**src/rtl/spi_slv_pkg.sv**
```systemverilog
package spi_slv_pkg;
    localparam logic [1:0] ADDR_DATA = 2'd0;
    localparam logic [1:0] ADDR_STAT = 2'd1;
    localparam logic [1:0] ADDR_CTRL = 2'd2;

    typedef struct packed {
        logic [1:0] rate;
        logic       ien;
        logic       cpol;
        logic       cpha;
    } ctrl_t;

    localparam int CTRL_W = $bits(ctrl_t);
endpackage

```
**src/rtl/spi_slv_sync.sv**
```systemverilog
module spi_slv_sync #(
    parameter int             W       = 3,
    parameter int             STAGES  = 2,
    parameter logic [W-1:0]   RST_VAL = '0
) (
    input  logic         clk,
    input  logic         rst_n,
    input  logic [W-1:0] async_i,
    output logic [W-1:0] sync_o
);
    logic [W-1:0] stg_q [STAGES];
    logic [W-1:0] stg_d [STAGES];

    always_comb begin
        stg_d[0] = async_i;
        for (int i = 1; i < STAGES; i++) stg_d[i] = stg_q[i-1];
    end

    always_ff @(posedge clk or negedge rst_n) begin
        if (!rst_n) begin
            for (int i = 0; i < STAGES; i++) stg_q[i] <= RST_VAL;
        end else begin
            for (int i = 0; i < STAGES; i++) stg_q[i] <= stg_d[i];
        end
    end

    assign sync_o = stg_q[STAGES-1];
endmodule

```
**src/rtl/spi_slv_edge.sv**
```systemverilog
module spi_slv_edge (
    input  logic clk,
    input  logic rst_n,
    input  logic sck_i,
    input  logic cpol_i,
    output logic lead_o,
    output logic trail_o
);
    logic prev_d, prev_q;
    logic rise, fall;

    always_comb begin
        prev_d  = sck_i;
        rise    = sck_i & ~prev_q;
        fall    = ~sck_i & prev_q;
        lead_o  = cpol_i ? fall : rise;
        trail_o = cpol_i ? rise : fall;
    end

    always_ff @(posedge clk or negedge rst_n) begin
        if (!rst_n) prev_q <= 1'b0;
        else        prev_q <= prev_d;
    end
endmodule

```
**src/rtl/spi_slv_shift.sv**
```systemverilog
module spi_slv_shift #(
    parameter int DW = 8
) (
    input  logic          clk,
    input  logic          rst_n,
    input  logic          cpha_i,
    input  logic          sel_i,
    input  logic          lead_i,
    input  logic          trail_i,
    input  logic          mosi_i,
    input  logic          load_i,
    input  logic [DW-1:0] load_data_i,
    output logic          miso_o,
    output logic          busy_o,
    output logic          done_o,
    output logic [DW-1:0] rx_o
);
    localparam int CW = (DW > 1) ? $clog2(DW) : 1;

    typedef struct packed {
        logic [DW-1:0] sh;
        logic [CW-1:0] cnt;
        logic          latch;
        logic          out;
        logic          started;
        logic          done;
        logic [DW-1:0] rx;
    } sh_state_t;

    sh_state_t q, d;
    logic      bit_in;

    always_comb begin
        d      = q;
        d.done = 1'b0;
        bit_in = cpha_i ? mosi_i : q.latch;
        if (!sel_i) begin
            d.cnt     = '0;
            d.started = 1'b0;
        end else begin
            if (lead_i) begin
                d.started = 1'b1;
                if (cpha_i) d.out   = q.sh[DW-1];
                else        d.latch = mosi_i;
            end
            if (trail_i && q.started) begin
                d.sh  = {q.sh[DW-2:0], bit_in};
                d.cnt = q.cnt + 1'b1;
                if (q.cnt == CW'(DW-1)) begin
                    d.done    = 1'b1;
                    d.rx      = {q.sh[DW-2:0], bit_in};
                    d.cnt     = '0;
                    d.started = 1'b0;
                end
            end
        end
        if (load_i) d.sh = load_data_i;
    end

    always_ff @(posedge clk or negedge rst_n) begin
        if (!rst_n) q <= '0;
        else        q <= d;
    end

    assign miso_o = cpha_i ? q.out : q.sh[DW-1];
    assign busy_o = cpha_i ? q.started : sel_i;
    assign done_o = q.done;
    assign rx_o   = q.rx;
endmodule

```
**src/rtl/spi_slave.sv**
```systemverilog
module spi_slave
    import spi_slv_pkg::*;
#(
    parameter int DW          = 8,
    parameter int SYNC_STAGES = 2
) (
    input  logic          clk,
    input  logic          rst_n,
    input  logic [1:0]    bus_addr,
    input  logic          bus_rd,
    input  logic          bus_wr,
    input  logic [DW-1:0] bus_wdata,
    output logic [DW-1:0] bus_rdata,
    input  logic          irq_mask,
    output logic          irq,
    input  logic          sck,
    input  logic          ss_n,
    input  logic          mosi,
    output logic          miso
);
    typedef struct packed {
        ctrl_t         ctrl;
        logic          done;
        logic          ovr;
        logic          wcol;
        logic          arm;
        logic [DW-1:0] rxbuf;
    } regs_t;

    regs_t q, d;

    logic [2:0]    pins_s;
    logic          lead, trail, busy, xfer_done, load;
    logic [DW-1:0] rx_byte;
    logic          wr_data, rd_data, rd_stat, wr_ctrl;
    logic          done_w, ovr_w, wcol_w, arm_w;
    logic          unused_wdata;

    spi_slv_sync #(.W(3), .STAGES(SYNC_STAGES), .RST_VAL(3'b010)) u_sync (
        .clk(clk), .rst_n(rst_n), .async_i({sck, ss_n, mosi}), .sync_o(pins_s)
    );

    spi_slv_edge u_edge (
        .clk(clk), .rst_n(rst_n), .sck_i(pins_s[2]), .cpol_i(q.ctrl.cpol),
        .lead_o(lead), .trail_o(trail)
    );

    spi_slv_shift #(.DW(DW)) u_shift (
        .clk(clk), .rst_n(rst_n), .cpha_i(q.ctrl.cpha), .sel_i(~pins_s[1]),
        .lead_i(lead), .trail_i(trail), .mosi_i(pins_s[0]),
        .load_i(load), .load_data_i(bus_wdata),
        .miso_o(miso), .busy_o(busy), .done_o(xfer_done), .rx_o(rx_byte)
    );

    always_comb begin
        d       = q;
        load    = 1'b0;
        wr_data = bus_wr && (bus_addr == ADDR_DATA);
        wr_ctrl = bus_wr && (bus_addr == ADDR_CTRL);
        rd_data = bus_rd && (bus_addr == ADDR_DATA);
        rd_stat = bus_rd && (bus_addr == ADDR_STAT);

        if (wr_ctrl) d.ctrl = ctrl_t'(bus_wdata[CTRL_W-1:0]);
        if (rd_stat && (q.done || q.ovr || q.wcol)) d.arm = 1'b1;
        if (rd_data && q.arm) begin
            d.done = 1'b0;
            d.ovr  = 1'b0;
            d.wcol = 1'b0;
            d.arm  = 1'b0;
        end
        if (wr_data) begin
            if (q.arm) begin
                d.wcol = 1'b0;
                d.arm  = 1'b0;
            end
            if (!q.done || q.arm) begin
                if (busy) d.wcol = 1'b1;
                else      load   = 1'b1;
            end
        end
        if (xfer_done) begin
            if (d.done) d.ovr = 1'b1;
            else begin
                d.done  = 1'b1;
                d.rxbuf = rx_byte;
            end
        end

        case (bus_addr)
            ADDR_DATA: bus_rdata = q.rxbuf;
            ADDR_STAT: bus_rdata = {{(DW-3){1'b0}}, q.wcol, q.ovr, q.done};
            ADDR_CTRL: bus_rdata = {{(DW-CTRL_W){1'b0}}, q.ctrl};
            default:   bus_rdata = '0;
        endcase
    end

    always_ff @(posedge clk or negedge rst_n) begin
        if (!rst_n) q <= '0;
        else        q <= d;
    end

    assign irq          = q.done && q.ctrl.ien && !irq_mask;
    assign done_w       = q.done;
    assign ovr_w        = q.ovr;
    assign wcol_w       = q.wcol;
    assign arm_w        = q.arm;
    assign unused_wdata = ^bus_wdata;
endmodule

```
**config.mk**
```make
export PLATFORM = sky130hd
export DESIGN_NAME = spi_slave
export DESIGN_NICKNAME = d
export VERILOG_FILES = /design/src/rtl/spi_slv_pkg.sv /design/src/rtl/spi_slv_sync.sv /design/src/rtl/spi_slv_edge.sv /design/src/rtl/spi_slv_shift.sv /design/src/rtl/spi_slave.sv
export SDC_FILE = /design/constraint.sdc
export NUM_CORES = 1
export LEC_CHECK = 0
export BUFFER_PORTS_ARGS = -buffer_cell sky130_fd_sc_hd__buf_2
export CORE_UTILIZATION = 25
export DETAILED_ROUTE_END_ITERATION = 8
export HOLD_SLACK_MARGIN = 0.02
export PLACE_DENSITY_LB_ADDON = 0.3
export SETUP_SLACK_MARGIN = 0.4
export SYNTH_ARGS = -nofsm -noshare
export SYNTH_HDL_FRONTEND = slang
export SYNTH_HIERARCHICAL = 1
export SYNTH_SLANG_ARGS = --single-unit
```
**constraint.sdc**
```tcl
create_clock -name clk -period 2.45 [get_ports clk]
set_input_delay 0.1225 -clock clk [delete_from_list [all_inputs] [get_ports clk]]
set_output_delay 0.1225 -clock clk [all_outputs]
set_load 0.01 [all_outputs]
```
==> flow_summary.yaml <==
grt:
  grt_pass1_vias: 1370
  antenna_found_initial: 0
  grt_max_degree: 29
  grt.total_usage_pct: 9.98
  grt.overflow.total: 0
  grt_pass1_wl_um: 6810
pwr:
  p_per_area_mw_per_mm2: 754
  share_comb_of_total_power_pct: 16.1
  intPower_mw: 1.40
  ir_worst_vdd_v: 0.000318
  p_sw_uw: 530
  p_seq_share_pct: 52.4
  swShare_pct: 27.5
  p_leak_nw: 1.27
  total_power_mw: 1.93
  clockPowerShare_pct: 31.6
synth:
  synth_nets: 195
  synth.area.top_cells: "dfrtp_1 51%, mux2_2 7.7%, mux2i_1 7.3%, mux2_4 6.1%, buf_4 3.4%"
  syn_inst: 175
  synth_top_area_share_pct: 51.2
  synthFlopType: "dfrtp_1"
  yosysTopAreaCell: "dfrtp_1"
  synth.distinct_cells: 32
  postSynth.asyncResetShare_pct: 100
  synth_edf_count: 0
  synth_warnings: 6
  ys_seq_area_share_pct: 53.6
  syn_area_per_cell_um2: 12.6
  yosys_register_bits: 47
  syn_area_mm2: 0.00220
setup_path:
  path_class: "reg2reg"
  start_kind: "flip-flop"
  end_kind: "flip-flop"
  path_delay_family: "flip-flops"
  cp.buffers_inverters: 1
  cp.arrival_ns: 1.98
  path_cells: "inv_1 -> mux2_2 -> nor2_2 -> nor2b_1 -> a221o_1"
  cp_data_required_time_ns: 2.63
  cp_slowest_cell: "dfstp_2"
  worstPathMaxFanout: 9
  cpPeakStageDelay_ns: 0.52
final_layout:
  area_delta_synth_final_pct: 16.1
  drive_gt1_share_pct: 34.6
  fin_nets: 224
  finish.instance_area_mm2: 0.00256
  n_fill_cell: 876
  n_antenna_cell: 0
  multiInputGateArea_um2: 893
  seq_area_mm2: 0.00118
timing:
  fin_tns_setup_ns: 0
  fmax_ghz: 0.555
  min_period_ns: 1.80
  fin_crit_sh_pct: 73.5
  finalHoldViolations: 0
  worst_slew_pin_slew_ns: 0.671
  final-setup-viol-count: 0
  max_slew_margin_pct: 55.3
  rsz0062_at_grt: "no"
  fin_skew_ns: 0.0109
  drv_slew: 0
job:
  drv_cap: 0
cts:
  cts_sinks: 47
  cts_tree: "yes"
  clk_pin_slew_ns: 0.09
  cts_max_path_buffers: 2
  worstSkewPairLatency_ns: 0.30
  cts_buffers: 5
  root_buffer: "clkbuf_8"
  htree_num_levels: 2
  postCtsSetupBuffers: 0
die:
  die_w_um: 95.8
  die_h_um: 95.8
  initial_utilization_pct: 26.3
  fp-row-count: 33
  io_pins: 28
  die_area_mm2: 0.00918
  core_area_mm2: 0.00838
worst_hold_path:
  hp-class: "in2reg"
route:
  drc: 0
  wire_per_inst_um: 13.0
  first_pass_iters: 2
  num_vias: 1308
  drt-vias-per-instance: 4.22
  drtAntennaViolNets: 0
  wirelength_um: 4030
  drt-initial-drc-count: 53
placement:
  place.gp.congestion: 0.699
  place_area_mm2: 0.00239
  place_hpwl_um: 2950
  numPortBuffers: 27
status:
  outcome: "finished, final reports clean"
[layout make-up]
class	count	area share (%)
clock inverters	2	1.52
well taps	105	5.14
multi-input cells	109	34.9
repair buffers	36	8.32
flip-flops and latches	47	46.1
clock buffers	6	3.23
inverters	5	0.734
[cells by family (layout without fill, tap and decap cells)]
kind of cell | Yosys count | in the layout | share of synthesized area (%)
DFF | 47 | 47 | 53.6
and+or+nand+nor | 43 | 43 | 11.1
muxes | 40 | 40 | 21.1
AOI/OAI and AO/OA | 24 | 24 | 7.16
buffers and inverters | 19 | 49 | 5.97
adders and majority gates | 2 | 2 | 1.14
[power groups by stage]
| stage | clock network (mW) | logic (mW) | registers, mW |
|---|---|---|---|
| 5_1_grt | 0.659 | 0.357 | 1.03 |
| 2_1_floorplan | 0 | 0.227 | 0.984 |
| 6_report | 0.609 | 0.310 | 1.01 |
| 3_5_place_dp | 0 | 0.310 | 1.03 |
| 3_3_place_gp | 0 | 0.305 | 1.02 |
| 4_1_cts | 0.625 | 0.316 | 1.01 |
[what timing repair did]
action,4_1_cts,5_1_grt
resized for setup,0,1
hold endpoints to repair,29,0
hold buffers,4,0
setup endpoints to repair,0,2
[metrics by stage]
stage,worst slack [ns],hold slack [ns],cells,util [%]
floorplan,0.700,-0.173,175,-
global placement,0.568,0.199,298,28.5
detailed placement,0.504,0.196,298,28.5
CTS,0.482,0.0258,310,30.5
global route,0.539,0.0336,310,30.5
finish,0.650,0.0319,310,30.5
[sequential cells by signal (all words and copies together), names as in the netlist]
name / count
u_shift/q: 14
q: 13
u_shift/rx_o: 8
u_sync/stg_d: 3
u_sync/sync_o: 3
arm_w: 1
done_w: 1
ovr_w: 1
u_edge/prev_q: 1
u_shift/done_o: 1
wcol_w: 1
[synth_stat cells (2+ instances only)]
| master | n |
|---|---|
| dfrtp_1 | 45 |
| nor2_1 | 9 |
| nand3_1 | 3 |
| ha_1 | 2 |
| nor3_1 | 2 |
| buf_4 | 10 |
| buf_6 | 3 |
| and2_1 | 3 |
| inv_1 | 5 |
| o211ai_1 | 2 |
| a31oi_1 | 2 |
| nor2b_1 | 3 |
| a21boi_0 | 2 |
| o21ai_0 | 12 |
| nand2_1 | 17 |
| mux2i_1 | 16 |
| dfstp_2 | 2 |
| mux2_4 | 9 |
| mux2_2 | 15 |
[worst paths after layout]
kind                                  startpoint  slack (ns)               end  depth (start not counted)
worst max-delay path            u_sync/sync_o[1]        0.65     u_shift/q[15]                          5
worst min register to register   u_sync/stg_d[0]        0.36  u_sync/sync_o[0]                          0
max in group asynchronous                  rst_n        1.38  u_sync/sync_o[1]                          3
min in group asynchronous                  rst_n        0.38   u_shift/rx_o[6]                          2
worst max register to register  u_sync/sync_o[1]        0.65     u_shift/q[15]                          5
worst min-delay path                bus_wdata[6]        0.03     u_shift/q[21]                          3
[worst register-to-register path, stage by stage (launching register included)]
cell	delay [ns]
dfstp_2	0.52
inv_1	0.14
mux2_2	0.33
nor2_2	0.28
nor2b_1	0.08
a221o_1	0.33
[metal layers]
metal  vias up  global-route usage (%)  wire length [um]
met1       620                    14.4              2180
li1        658                       -                 -
met5         -                       0                 0
met2        26                    14.5              1620
met3         4                    3.00               188
met4         0                    2.61                43
[cell usage in the layout, fill, tap and decap left out, types with 2 or more instances in the layout]
cell,instances
inv_1,5
buf_2,27
nand2_1,17
o211ai_1,2
mux2_2,15
nand3_1,3
nor2_1,8
mux2_4,9
a31oi_1,2
o21ai_0,12
ha_1,2
mux2i_1,16
buf_4,5
clkbuf_8,6
dfstp_2,2
nor3_1,2
dlygate4sd3_1,4
nor2b_1,3
dfrtp_1,45
a21boi_0,2
and2_1,3
Power figures use the tool's default switching activity.
